===== src/rtl/fsdac_pkg.sv =====
package fsdac_pkg;
  localparam int CODE_W = 10;
  localparam int WORD_W = 16;
  localparam logic [3:0] CMD_PREFIX = 4'b0100;

  typedef enum logic [2:0] {
    ST_IDLE, ST_PRE, ST_FSH, ST_FSL, ST_SHIFT, ST_POST, ST_END
  } fs_state_e;

  function automatic logic [WORD_W-1:0] build_word(input logic [CODE_W-1:0] code);
    return {CMD_PREFIX, code, 2'b00};
  endfunction

  function automatic int ps_to_cyc(input int ps, input int clk_ps);
    int c;
    c = (ps + clk_ps - 1) / clk_ps;
    return (c < 1) ? 1 : c;
  endfunction
endpackage


===== src/rtl/fsdac_gap_timer.sv =====
module fsdac_gap_timer #(
  parameter int CNT_W = 4
) (
  input  logic             clk_i,
  input  logic             rst_ni,
  input  logic             load_i,
  input  logic [CNT_W-1:0] val_i,
  output logic             zero_o
);
  logic [CNT_W-1:0] cnt_q;

  always_ff @(posedge clk_i or negedge rst_ni) begin
    if (!rst_ni)            cnt_q <= '0;
    else if (load_i)        cnt_q <= val_i;
    else if (cnt_q != '0)   cnt_q <= cnt_q - 1'b1;
  end

  assign zero_o = (cnt_q == '0);
endmodule


===== src/rtl/fsdac_shreg.sv =====
module fsdac_shreg
  import fsdac_pkg::*;
(
  input  logic              clk_i,
  input  logic              rst_ni,
  input  logic              load_i,
  input  logic [CODE_W-1:0] code_i,
  input  logic              shift_i,
  output logic              sdo_o
);
  logic [WORD_W-1:0] word_q;
  logic              sdo_q;

  always_ff @(posedge clk_i or negedge rst_ni) begin
    if (!rst_ni) begin
      word_q <= '0;
      sdo_q  <= 1'b0;
    end else if (load_i) begin
      word_q <= build_word(code_i);
      sdo_q  <= 1'b0;
    end else if (shift_i) begin
      sdo_q  <= word_q[WORD_W-1];
      word_q <= {word_q[WORD_W-2:0], 1'b0};
    end
  end

  assign sdo_o = sdo_q;
endmodule


===== src/rtl/fsdac_seq.sv =====
module fsdac_seq
  import fsdac_pkg::*;
#(
  parameter int CNT_W  = 4,
  parameter int N_PRE  = 2,
  parameter int N_FSH  = 4,
  parameter int N_FSL  = 2,
  parameter int N_POST = 2,
  parameter int N_HALF = 4
) (
  input  logic             clk_i,
  input  logic             rst_ni,
  input  logic             valid_i,
  input  logic             tmr_zero_i,
  output logic             tmr_load_o,
  output logic [CNT_W-1:0] tmr_val_o,
  output logic             sh_load_o,
  output logic             sh_shift_o,
  output logic             ready_o,
  output logic             busy_o,
  output logic             cs_no,
  output logic             fs_o,
  output logic             sclk_o
);
  localparam int BIT_W = $clog2(WORD_W);
  localparam logic [BIT_W-1:0] LAST_BIT = BIT_W'(WORD_W - 1);

  fs_state_e        st_q, st_d;
  logic             sclk_q, sclk_d;
  logic [BIT_W-1:0] bit_q, bit_d;

  always_ff @(posedge clk_i or negedge rst_ni) begin
    if (!rst_ni) begin
      st_q   <= ST_IDLE;
      sclk_q <= 1'b0;
      bit_q  <= '0;
    end else begin
      st_q   <= st_d;
      sclk_q <= sclk_d;
      bit_q  <= bit_d;
    end
  end

  always_comb begin
    st_d       = st_q;
    sclk_d     = sclk_q;
    bit_d      = bit_q;
    tmr_load_o = 1'b0;
    tmr_val_o  = '0;
    sh_load_o  = 1'b0;
    sh_shift_o = 1'b0;
    unique case (st_q)
      ST_IDLE: if (valid_i) begin
        st_d = ST_PRE; sh_load_o = 1'b1;
        tmr_load_o = 1'b1; tmr_val_o = CNT_W'(N_PRE - 1);
      end
      ST_PRE: if (tmr_zero_i) begin
        st_d = ST_FSH;
        tmr_load_o = 1'b1; tmr_val_o = CNT_W'(N_FSH - 1);
      end
      ST_FSH: if (tmr_zero_i) begin
        st_d = ST_FSL;
        tmr_load_o = 1'b1; tmr_val_o = CNT_W'(N_FSL - 1);
      end
      ST_FSL: if (tmr_zero_i) begin
        st_d = ST_SHIFT; sclk_d = 1'b1; sh_shift_o = 1'b1; bit_d = '0;
        tmr_load_o = 1'b1; tmr_val_o = CNT_W'(N_HALF - 1);
      end
      ST_SHIFT: if (tmr_zero_i) begin
        tmr_load_o = 1'b1;
        if (sclk_q) begin
          sclk_d = 1'b0;  // falling edge: receiver samples here
          if (bit_q == LAST_BIT) begin
            st_d = ST_POST; tmr_val_o = CNT_W'(N_POST - 1);
          end else begin
            tmr_val_o = CNT_W'(N_HALF - 1);
          end
        end else begin
          sclk_d = 1'b1; sh_shift_o = 1'b1; bit_d = bit_q + 1'b1;
          tmr_val_o = CNT_W'(N_HALF - 1);
        end
      end
      ST_POST: if (tmr_zero_i) st_d = ST_END;
      ST_END:  st_d = ST_IDLE;
      default: st_d = ST_IDLE;
    endcase
  end

  assign ready_o = (st_q == ST_IDLE);
  assign busy_o  = (st_q != ST_IDLE);
  assign cs_no   = (st_q == ST_IDLE);
  assign fs_o    = (st_q == ST_IDLE) || (st_q == ST_FSH) || (st_q == ST_END);
  assign sclk_o  = sclk_q;
endmodule


===== src/rtl/fsdac_writer.sv =====
module fsdac_writer
  import fsdac_pkg::*;
#(
  parameter int CLK_PS    = 5000,
  parameter int FS_HI_PS  = 20000,
  parameter int CS_FS_PS  = 10000,
  parameter int FS_CK_PS  = 8000,
  parameter int C16_FS_PS = 10000,
  parameter int HALF_CYC  = 4
) (
  input  logic        clk_i,
  input  logic        rst_ni,
  input  logic [9:0]  code_i,
  input  logic        valid_i,
  output logic        ready_o,
  output logic        busy_o,
  output logic        cs_no,
  output logic        fs_o,
  output logic        sclk_o,
  output logic        sdo_o
);
  localparam int N_FSH  = ps_to_cyc(FS_HI_PS, CLK_PS);
  localparam int N_CSF  = ps_to_cyc(CS_FS_PS, CLK_PS);
  // chip select falls with the first frame-sync fall; the high pulse counts toward its lead
  localparam int N_PRE  = (N_CSF > N_FSH) ? (N_CSF - N_FSH) : 1;
  localparam int N_FSL  = ps_to_cyc(FS_CK_PS, CLK_PS);
  localparam int N_POST = ps_to_cyc(C16_FS_PS, CLK_PS);
  localparam int N_HALF = (HALF_CYC < 1) ? 1 : HALF_CYC;
  localparam int M1     = (N_FSH > N_PRE) ? N_FSH : N_PRE;
  localparam int M2     = (N_FSL > N_POST) ? N_FSL : N_POST;
  localparam int M3     = (M1 > M2) ? M1 : M2;
  localparam int N_MAX  = (M3 > N_HALF) ? M3 : N_HALF;
  localparam int CNT_W  = $clog2(N_MAX + 1);

  logic             tmr_load, tmr_zero, sh_load, sh_shift;
  logic [CNT_W-1:0] tmr_val;

  fsdac_gap_timer #(.CNT_W(CNT_W)) u_tmr (
    .clk_i(clk_i), .rst_ni(rst_ni), .load_i(tmr_load), .val_i(tmr_val), .zero_o(tmr_zero)
  );

  fsdac_shreg u_sh (
    .clk_i(clk_i), .rst_ni(rst_ni), .load_i(sh_load), .code_i(code_i),
    .shift_i(sh_shift), .sdo_o(sdo_o)
  );

  fsdac_seq #(
    .CNT_W(CNT_W), .N_PRE(N_PRE), .N_FSH(N_FSH), .N_FSL(N_FSL),
    .N_POST(N_POST), .N_HALF(N_HALF)
  ) u_seq (
    .clk_i(clk_i), .rst_ni(rst_ni), .valid_i(valid_i), .tmr_zero_i(tmr_zero),
    .tmr_load_o(tmr_load), .tmr_val_o(tmr_val), .sh_load_o(sh_load),
    .sh_shift_o(sh_shift), .ready_o(ready_o), .busy_o(busy_o),
    .cs_no(cs_no), .fs_o(fs_o), .sclk_o(sclk_o)
  );
endmodule


===== config.mk =====
export PLATFORM = sky130hd
export DESIGN_NAME = fsdac_writer
export DESIGN_NICKNAME = d
export VERILOG_FILES = /design/src/rtl/fsdac_pkg.sv /design/src/rtl/fsdac_gap_timer.sv /design/src/rtl/fsdac_shreg.sv /design/src/rtl/fsdac_seq.sv /design/src/rtl/fsdac_writer.sv
export SDC_FILE = /design/constraint.sdc
export NUM_CORES = 1
export LEC_CHECK = 0
export BUFFER_PORTS_ARGS = -buffer_cell sky130_fd_sc_hd__buf_2
export CAP_MARGIN = 0
export CORE_MARGIN = 1
export CORE_UTILIZATION = 55
export DETAILED_ROUTE_END_ITERATION = 12
export PLACE_DENSITY = 0.74
export SLEW_MARGIN = 40
export SYNTH_ARGS = -nofsm -noshare
export SYNTH_HDL_FRONTEND = slang
export SYNTH_SLANG_ARGS = --single-unit
export TNS_END_PERCENT = 5

===== constraint.sdc =====
create_clock -name clk_i -period 2.42 [get_ports clk_i]
set_input_delay 0.121 -clock clk_i [delete_from_list [all_inputs] [get_ports clk_i]]
set_output_delay 0.121 -clock clk_i [all_outputs]
set_load 0.1 [all_outputs]

# Word-level counts from Yosys, hierarchy flattened
# Cells that the tools add are included.
dict set report totals {
  output_inout_bits 6
  in_bits 13
  regBits 28
  wordCells 73
}
dict set report classes {
  n_mux 35
  add_sub_neg 2
  eq_ne 16
  n_reduce_logical 14
}
# op n
set ops {}
lappend ops {{$mux 3} 11}
lappend ops {{$mux 16} 2}
lappend ops {{$pmux 3 s6} 1}
lappend ops {{$ne 2x2->1 const B} 7}
lappend ops {{$mux 4} 3}
lappend ops {{$mux 1} 10}
lappend ops {{$eq 3x3->1 const B} 3}
lappend ops {{$pmux 3 s3} 1}
lappend ops {{$pmux 4 s2} 1}
lappend ops {{$reduce_and 8->1} 1}
lappend ops {{$eq 3x2->1 const B} 2}
lappend ops {{$logic_not 3->1} 2}
lappend ops {{$mux 2} 3}
lappend ops {{$pmux 1 s2} 3}
lappend ops {{$reduce_bool 2->1} 3}
lappend ops {{$reduce_bool 3->1} 2}
lappend ops {{$add 4x1->4 const B} 1}
lappend ops {{$eq 4x4->1 const B} 1}
lappend ops {{$ne 2x1->1 const B} 2}
lappend ops {{$reduce_and 4->1} 1}
lappend ops {{$reduce_or 4->1} 1}
lappend ops {{$eq 3x1->1 const B} 1}
lappend ops {{$reduce_and 3->1} 1}
lappend ops {{$sub 3x1->3 const B} 1}
lappend ops {{2 further kinds} 3}

# Longest topological paths before layout
# Gate-level depths: netlist of run 1.
dict set report depth {
  ltp_word 6
  mapped_depth 7
  mapped_depth_nobuf 6
}

# Hierarchy
# A second synthesis of run 1 with hierarchy kept.
dict set report hier_totals {
  hier_cells 143
  hier_area_um2 1410.1
}
# module cells_each area_per_inst_um2 instances seq_area_each_um2
set modules_own_cells {}
lappend modules_own_cells {fsdac_shreg 59 670.6 1 375.4}
lappend modules_own_cells {fsdac_seq 63 539.3 1 200.2}
lappend modules_own_cells {fsdac_gap_timer 21 200.2 1 75.1}

# Worst setup path after synthesis of run 1
# Ideal clock, no wire load.
dict set report synth_timing {
  path_kind {register -> output}
  startpoint {register u_seq.st_q[2]}
  endpoint {output port ready_o}
  arrival_time_ps 2557
  path_buffers 2
  setup_slack_ps -258
  t_required_ps 2299
  stages_incl_launch_ff 5
  path_cell_list {dfrtp_1 buf_4 or3_1 inv_1 buf_4}
}
dict set report synth_between {
  elab_chain_cells 1
}
# element line_no
set synth_rtl {}
lappend synth_rtl {{start: declaration} fsdac_seq.sv:28} ;# fs_state_e st_q, st_d;
lappend synth_rtl {{start signal: assignment} fsdac_seq.sv:38} ;# st_q <= st_d;
lappend synth_rtl {{$logic_not 3->1} n/a}
lappend synth_rtl {{end: declaration} fsdac_writer.sv:15} ;# output logic ready_o,
# No other way between the ends.

# Worst setup path in the final report of run 1
dict set report layout_timing {
  startpoint {register u_seq.st_q[0]}
  endpoint {output port cs_no}
}
dict set report layout_between {
  elab_chain_cells 1
}
# element line_no
set layout_rtl {}
lappend layout_rtl {{$logic_not 3->1} fsdac_seq.sv:91} ;# assign cs_no = (st_q == ST_IDLE);
lappend layout_rtl {{end: declaration} fsdac_writer.sv:17} ;# output logic cs_no,
# No other way between the ends.

==> impl_metrics.json, run 1 <==
{
  "synthFlopType": "dfrtp_1",
  "finalSetupTns_ps": 0,
  "io_buffers": 18,
  "num_vias": 1068,
  "cp_slowest_cell": "dfrtp_1",
  "p_clk_frac": 0.142,
  "post_drt_wl_per_cell_um": 15.5,
  "drc": 0,
  "post_cts_buffers": 0,
  "cts_inserted_buffers": 3,
  "cts_root_buffer": "clkbuf_4",
  "required_ps": 2300,
  "slew_headroom": 0.559,
  "synth_edf_count": 0,
  "rsz0062_at_grt": "no",
  "diodes": 0,
  "wirelength_mm": 2.74,
  "antenna_left": 0,
  "nets": 164,
  "area_growth_syn_to_layout_pct": 9.92,
  "yosys_warnings": 0,
  "vias_per_cell": 6.03,
  "finalCritPeriodShare": 0.900,
  "slew_violations": 0,
  "cp_max_fo": 18,
  "grt_antenna_before_repair": 0,
  "drtIter0Drc": 17,
  "fill_cells": 198,
  "finalSetupViolations": 0,
  "io_pins": 19,
  "power_density_nw_per_um2": 1300,
  "skew_ps": 6.19,
  "grtUsageTotal": 0.223,
  "clock_path_buffers": 2,
  "crit_family": "flip-flops",
  "grt_first_pass_wirelength_mm": 4.57,
  "netlist_area_sq_um": 1450,
  "dp_hpwl_mm": 1.97,
  "critPathKind": "reg2out",
  "run_status": "completed",
  "die_h_um": 53.4,
  "synth-seq-area-share": 0.449,
  "cp-end-kind": "output port",
  "tightest_slew_ps": 661,
  "seqPwrFrac": 0.375,
  "dieArea_sq_um": 2850,
  "peakVddDrop_mv": 1.46,
  "htree_num_levels": 1,
  "total_power_mw": 2.08,
  "clk_latency_ps": 320,
  "crit_path_start_kind": "flop",
  "clock-sinks": 26,
  "p_sw_frac": 0.464,
  "cap_violations": 0,
  "fmax_ghz": 0.459,
  "post_synth.cell_area_avg_sq_um": 11.0,
  "power_frac_comb": 0.484,
  "grt_max_degree": 27,
  "cts_tree": "yes",
  "multi_input_area_sq_um": 698,
  "ff_latch_area_sq_um": 651,
  "rows": 18,
  "cp.arrival_ps": 2060,
  "p_leak_nw": 0.747,
  "first_pass_iters": 4,
  "hold_path.class": "in2reg",
  "synth_cells": 132,
  "layout_commonest_cell": "dfrtp_1",
  "path_cells": "or3_2, clkinvlp_4, buf_2",
  "start_util": 0.585,
  "cts.clk_slew.worst_paths_ps": 140,
  "hold_viol_final": 0,
  "final_cell_mix": "dfrtp_1, buf_2, nand2_1",
  "async_reset_ff_frac": 1.00,
  "cp_num_buf_inv": 2,
  "fin_crit_ps": 2180,
  "slowest_delay_ps": 620,
  "core_area_sq_um": 2480,
  "grt_pass1_vias": 943,
  "ys_ff_latch": 26,
  "switchingPower_mw": 0.964,
  "grt_overflow": 0,
  "synth.distinct_cells": 46,
  "p_int_mw": 1.11,
  "gp_congestion": 0.759,
  "drive_gt1_frac": 0.265,
  "die_w_um": 53.4,
  "synth_fp_nets": 148
}
power groups by stage:
| stage | Sequential (mW) | Combinational [mW] | Clock (mW) |
|---|---|---|---|
| after floorplan | 0.713 | 0.933 | 0 |
| after global placement | 0.775 | 0.969 | 0 |
| after detailed placement | 0.781 | 1.01 | 0 |
| after CTS | 0.773 | 1.01 | 0.304 |
| after global routing | 0.802 | 1.09 | 0.326 |
| final | 0.778 | 1.00 | 0.294 |
state kept, by name (all words and copies together) (netlist names):
register and count:
u_sh.word_q 14, u_seq.bit_q 4, u_seq.st_q 3, u_tmr.cnt_q 3
u_seq.sclk_o 1, u_sh.sdo_o 1
worst register-to-register path: stages (launching register included):
cell and delay (ps):
dfrtp_1 420, inv_1 70, ha_1 140, ha_1 350
nor2b_1 420, a211oi_2 250, a221o_2 380
Yosys cell counts (2+ instances only):
library cell,count,area share
inv_1,7,0.018
a221o_1,2,0.014
mux2i_1,7,0.048
buf_4,3,0.016
clkbuf_1,4,0.010
a221o_2,7,0.054
o21ai_0,5,0.017
nor2b_1,2,0.0086
dfrtp_1,26,0.45
o211ai_1,5,0.026
a21oi_1,4,0.014
buf_6,3,0.023
and2_1,9,0.039
nand2_1,10,0.026
ha_1,3,0.026
nand2b_1,2,0.0086
or3_1,2,0.0086
nand3b_1,3,0.016
kinds of logic (layout without fill, tap and decap cells):
| group | Yosys count | count (layout) | synth area share |
|---|---|---|---|
| AND/OR/NAND/NOR | 42 | 42 | 0.200 |
| XOR/XNOR | 1 | 1 | 0.00604 |
| buffers and inverters | 18 | 33 | 0.0707 |
| AO/OA/AOI/OAI | 34 | 34 | 0.192 |
| flip-flops | 26 | 26 | 0.449 |
| multiplexers | 8 | 8 | 0.0561 |
| adder cells (fa/ha/maj) | 3 | 3 | 0.0259 |
final timing paths:
check                               start         endpoint  slack, ps  cells after the start
max in group asynchronous          rst_ni    u_seq.st_q[2]       1730                      2
min in group asynchronous          rst_ni  u_sh.word_q[15]        310                      2
setup / recovery            u_seq.st_q[0]            cs_no        240                      3
setup reg to reg           u_tmr.cnt_q[0]  u_sh.word_q[11]        310                      6
hold reg to reg            u_seq.bit_q[0]   u_seq.bit_q[0]        510                      1
hold / removal                  code_i[8]  u_sh.word_q[10]         80                      3
routing by layer:
metal  wire length (um)  GRT usage  vias to the layer above  part of all wire
li1                   -          -                      521                 -
met1               1330      0.322                      533              0.49
met2               1350      0.356                       12              0.49
met3                 44     0.0259                        2             0.016
met4                 19     0.0395                        0            0.0069
met5                  0          0                        -                 0
final cells by class:
type	count	area share
clock inverters	1	0.0188
inverters	7	0.0188
repair buffers	22	0.0785
flip-flops and latches	26	0.408
multi-input cells	88	0.438
clock buffers	3	0.0141
well taps	30	0.0235
metrics by stage:
| step | util | area [sq um] | hold slack [ps] | worst slack [ps] | cells |
|---|---|---|---|---|---|
| floorplan | - | 1460 | -175 | 48.4 | 132 |
| finish | 0.643 | 1590 | 84.9 | 243 | 177 |
| detailed placement | 0.614 | 1520 | 150 | 335 | 171 |
| global route | 0.643 | 1590 | 71.9 | 145 | 177 |
| global placement | 0.614 | 1520 | 145 | 419 | 171 |
| CTS | 0.643 | 1590 | 75.0 | 237 | 177 |
repair_timing:
| action | 4_1_cts | 5_1_grt |
|---|---|---|
| hold endpoints to repair | 27 | 0 |
| resized for setup | 0 | 0 |
| hold buffers | 2 | 0 |
Note: power is estimated with default switching activity, not from simulation.
==> run 2, diff against run 1 <==
==> constraint.sdc (replaced) <==
create_clock -name clk_i -period 2.42 [get_ports clk_i]
set_input_delay 0.363 -clock clk_i [delete_from_list [all_inputs] [get_ports clk_i]]
set_output_delay 0.363 -clock clk_i [all_outputs]
set_load 0.1 [all_outputs]
==> run 2 against run 1 <==
Via count is 1.9% higher. Total power decreased by 1.1%. Sequential share of layout area is 0.26 points higher. Clock power decreased by 25%. Sequential power down 11%. Global-route usage is 0.15 points higher. Die area stayed put. Register-to-register slack lost 50 ps. Count of clock-buffer cells in the layout grew 1. Routed wire length rose by 3.6%. Critical path depth unchanged. Worst setup slack lost 48 ps. Largest power group unchanged. Highest routed layer unchanged.
==> impl_metrics.json, run 2 (same netlist as run 1, synthesis figures left out) <==
{
  "io_buffers": 18,
  "rr_worst_depth": 6,
  "critPathLaunch": "u_seq.st_q[1]",
  "run_status": "completed",
  "fill_cells": 212,
  "drc": 0,
  "grt_antenna_before_repair": 0,
  "slew_headroom": 0.568,
  "p_clk_frac": 0.107,
  "ctsResizeCount": 0,
  "peakVddDrop_mv": 1.28,
  "hold_viol_final": 0,
  "fin_crit_ps": 2230,
  "p_int_mw": 1.06,
  "die_w_um": 53.4,
  "p_leak_nw": 0.747,
  "r2r_end": "u_sh.word_q[4]",
  "path_cells": "or3_2, clkinvlp_4, buf_2",
  "finalSetupTns_ps": 0,
  "largest_reg_flops": 14,
  "post_drt_wl_per_cell_um": 16.0,
  "rsz0062_at_grt": "no",
  "clock-sinks": 26,
  "grt_overflow": 0,
  "regMostFlops": "u_sh.word_q",
  "skew_ps": 5.67,
  "p_sw_frac": 0.482,
  "first_pass_iters": 4,
  "tightest_slew_ps": 647,
  "critical_path_cell_count": 3,
  "required_ps": 2060,
  "crit_family": "simple AND/OR/NAND/NOR gates",
  "ctsHoldBuffers": 0,
  "cp.arrival_ps": 1860,
  "num_vias": 1088,
  "power_density_nw_per_um2": 1300,
  "finalCritPeriodShare": 0.920,
  "grt_first_pass_wirelength_mm": 4.42,
  "layout_commonest_cell": "dfrtp_1",
  "die_h_um": 53.4,
  "cts_root_buffer": "clkbuf_4",
  "grt_pass1_vias": 917,
  "post_cts_buffers": 0,
  "seqPwrFrac": 0.337,
  "finalSetupViolations": 0,
  "rows": 18,
  "cp-end-kind": "output port",
  "cp_max_fo": 9,
  "slowest_delay_ps": 520,
  "core_area_sq_um": 2480,
  "cts_inserted_buffers": 3,
  "cts_tree": "yes",
  "wirelength_mm": 2.84,
  "dp_hpwl_mm": 2.01,
  "dieArea_sq_um": 2850,
  "hold_path.class": "in2async",
  "reg.largest.list": "u_sh.word_q (14), u_seq.bit_q (4)",
  "start_util": 0.585,
  "slew_violations": 0,
  "area_growth_syn_to_layout_pct": 9.23,
  "cap_violations": 0,
  "worstSetupEndpoint": "ready_o",
  "clk_latency_ps": 330,
  "ff2ff_setup_slack_ps": 260,
  "critPathKind": "reg2out",
  "cp_num_buf_inv": 2,
  "diodes": 0,
  "cp_slowest_cell": "or3_2",
  "cts.clk_slew.worst_paths_ps": 140,
  "switchingPower_mw": 0.990,
  "fmax_ghz": 0.449,
  "nets": 165,
  "grtUsageTotal": 0.224,
  "clock_path_buffers": 2,
  "drtIter0Drc": 26,
  "vias_per_cell": 6.11,
  "drive_gt1_frac": 0.291,
  "total_power_mw": 2.05,
  "antenna_left": 0,
  "gp_congestion": 0.798,
  "final_cell_mix": "dfrtp_1, buf_2, nand2_1",
  "grt_max_degree": 27,
  "htree_num_levels": 1,
  "r2r-start": "u_tmr.cnt_q[0]",
  "crit_path_start_kind": "flop",
  "power_frac_comb": 0.556,
  "io_pins": 19
}
-- run 2: cell types whose count changed in the layout (fill, tap and decap cells not counted) --
cell	delta
a21oi_1	-1
buf_4	+3
dlygate4sd3_1	-2
a21oi_2	+1
clkbuf_8	+1
bufinv_16	-1
-- run 2: how the worst min path moves through the flow --
stage	endpoint	slack [ps]	cells after the start
2_1_floorplan	u_seq.bit_q[0]	70	0
3_3_place_gp	u_seq.bit_q[2]	390	1
3_5_place_dp	u_sh.sdo_o	390	1
4_1_cts	u_seq.bit_q[3]	20	1
5_1_grt	u_seq.bit_q[2]	40	1
6_report	u_seq.bit_q[3]	10	1
-- run 2: routing by layer --
layer,wire length [um],vias to the layer above,global-route usage
met5,0,-,0
met4,53,0,0.0877
met3,114,8,0.0747
met2,1310,27,0.340
met1,1360,530,0.292
li1,-,523,-
-- run 2: metrics by stage --
stage	cell area, sq um	cells	setup WS, ps	util	hold slack, ps
5_1_grt	1580	178	127	0.639	36.0
6_report	1580	178	195	0.639	10.4
4_1_cts	1580	178	195	0.639	16.8
3_3_place_gp	1550	174	435	0.625	385
3_5_place_dp	1550	174	351	0.625	388
2_1_floorplan	1460	132	-102	-	67.4
-- run 2: cell type report --
class | instances | area (sq um) | share of cell area
clock buffers | 4 | 36.3 | 0.0229
flip-flops and latches | 26 | 651 | 0.411
multi-input cells | 88 | 702 | 0.443
repair buffers | 23 | 128 | 0.0806
inverters | 7 | 30.0 | 0.0190
well taps | 30 | 37.5 | 0.0237
-- run 2: power groups by stage --
stage,sequential (mW),clock (mW),combinational [mW]
final,0.692,0.220,1.14
after global routing,0.708,0.245,1.23
after CTS,0.690,0.229,1.14
after detailed placement,0.696,0,1.13
after global placement,0.689,0,1.09
after floorplan,0.713,0,0.939
-- run 2: worst register-to-register path: cells and delay by family, from the launching register on --
kind / cells / cell delay [ps]
fa+ha+maj: 2 / 500
flops: 1 / 390
simple gates: 1 / 290
compound gates: 2 / 860
buf+inv: 1 / 50
==> run 3, diff against run 2 <==
--- a/config.mk
+++ b/config.mk
@@ -10,7 +10,7 @@
 export CORE_MARGIN = 1
 export CORE_UTILIZATION = 55
 export DETAILED_ROUTE_END_ITERATION = 12
-export PLACE_DENSITY = 0.74
+export PLACE_DENSITY = 0.86
 export SLEW_MARGIN = 40
 export SYNTH_ARGS = -nofsm -noshare
 export SYNTH_HDL_FRONTEND = slang
==> run 3 against run 2 <==
Non-clock buffer count did not move. Die area did not move. Fmax rose by 3.9%. Worst setup slack improved by 83 ps. Utilization rose by 0.66 points. Total power rose by 2.9%. Global-route usage fell by 0.77 points. Via count did not move. Clock skew fell by 4.3 ps. Final cell count did not move. Critical path depth did not move. Critical endpoint unchanged. Largest cell class unchanged.
==> impl_metrics.json, run 3 (same netlist as run 1, synthesis figures left out) <==
{
  "cap_violations": 0,
  "p_leak_nw": 0.754,
  "grt_max_degree": 27,
  "cts_root_buffer": "clkbuf_4",
  "io_buffers": 18,
  "rows": 18,
  "slew_headroom": 0.598,
  "clock_path_buffers": 2,
  "grt_antenna_before_repair": 0,
  "cts_inserted_buffers": 3,
  "layout_commonest_cell": "dfrtp_1",
  "io_pins": 19,
  "wirelength_mm": 2.83,
  "start_util": 0.585,
  "cts_tree": "yes",
  "clock-sinks": 26,
  "cp-end-kind": "output port",
  "die_h_um": 53.4,
  "drive_gt1_frac": 0.291,
  "path_cells": "or3_2, clkinvlp_4, buf_2",
  "area_growth_syn_to_layout_pct": 10.4,
  "cp_num_buf_inv": 2,
  "post_drt_wl_per_cell_um": 15.9,
  "critPathKind": "reg2out",
  "cp_max_fo": 3,
  "first_pass_iters": 4,
  "ctsHoldBuffers": 0,
  "largest_reg_flops": 14,
  "grtUsageTotal": 0.217,
  "ctsResizeCount": 0,
  "fill_cells": 209,
  "crit_family": "simple AND/OR/NAND/NOR gates",
  "crit_path_start_kind": "flop",
  "num_vias": 1088,
  "required_ps": 2060,
  "grt_overflow": 0,
  "die_w_um": 53.4,
  "antenna_left": 0,
  "clk_latency_ps": 320,
  "finalCritPeriodShare": 0.885,
  "diodes": 0,
  "total_power_mw": 2.11,
  "gp_congestion": 0.838,
  "reg.largest.list": "u_sh.word_q (14), u_seq.bit_q (4)",
  "fin_util": 0.646,
  "grt_first_pass_wirelength_mm": 4.42,
  "slowest_delay_ps": 540,
  "finalSetupViolations": 0,
  "cp.arrival_ps": 1780,
  "power_density_nw_per_um2": 1320,
  "final_cell_mix": "dfrtp_1, buf_2, nand2_1",
  "post_cts_buffers": 0,
  "rsz0062_at_grt": "no",
  "skew_ps": 1.39,
  "run_status": "completed",
  "tightest_slew_ps": 602,
  "peakVddDrop_mv": 0.940,
  "nets": 165,
  "slew_violations": 0,
  "drtIter0Drc": 20,
  "hold_viol_final": 0,
  "grt_pass1_vias": 979,
  "cts.clk_slew.worst_paths_ps": 140,
  "vias_per_cell": 6.11,
  "cp_slowest_cell": "or3_2",
  "regMostFlops": "u_sh.word_q",
  "drc": 0,
  "core_area_sq_um": 2480,
  "hold_path.class": "in2async",
  "fin_crit_ps": 2140,
  "fmax_ghz": 0.467,
  "dp_hpwl_mm": 2.00,
  "dieArea_sq_um": 2850,
  "htree_num_levels": 1
}
-- run 3: cell types whose count changed in the layout (fill, tap and decap cells not counted) --
cell / before / now
bufinv_16: 0 / 1
clkbuf_8: 1 / 0
-- run 3: per-stage QoR --
step | instances | hold WS (ps) | setup WS (ps) | area [sq um] | TNS (ps)
final | 178 | 10.5 | 277 | 1600 | 0
after global routing | 178 | 47.3 | 222 | 1600 | 0
after CTS | 178 | 22.5 | 271 | 1600 | 0
after detailed placement | 174 | 393 | 473 | 1550 | 0
after global placement | 174 | 383 | 536 | 1550 | 0
after floorplan | 132 | 67.4 | -102 | 1460 | -102
-- run 3: layout make-up --
type	count	area, sq um	area share
multi-input combinational	88	702	0.439
sequential	26	651	0.407
timing repair buffer	23	128	0.0797
tap	30	37.5	0.0235
clock inverter	1	30.0	0.0188
inverter	7	30.0	0.0188
clock buffer	3	22.5	0.0141
-- run 3: power by group --
group	internal, mW	switching (mW)
Clock	0.168	0.132
Combinational	0.380	0.761
Sequential	0.590	0.0834
Total	1.14	0.976
-- run 3: path summary, 6_finish.rpt --
path	start	endpoint	slack [ps]	cells after the start
setup / recovery	u_seq.st_q[2]	ready_o	280	3
hold / removal	rst_ni	u_seq.bit_q[2]	10	1
setup reg to reg	u_tmr.cnt_q[0]	u_sh.word_q[10]	400	6
hold reg to reg	u_seq.bit_q[0]	u_seq.bit_q[0]	510	1
max in group asynchronous	rst_ni	u_sh.word_q[5]	2040	1
min in group clk_i	code_i[0]	u_sh.word_q[2]	260	3
-- run 3: per-layer routing --
layer,GRT usage,vias up,share of wire
met2,0.354,23,0.49
met5,0,-,0
met4,0.0746,0,0.011
li1,-,517,-
met3,0.0287,5,0.032
met1,0.290,543,0.47
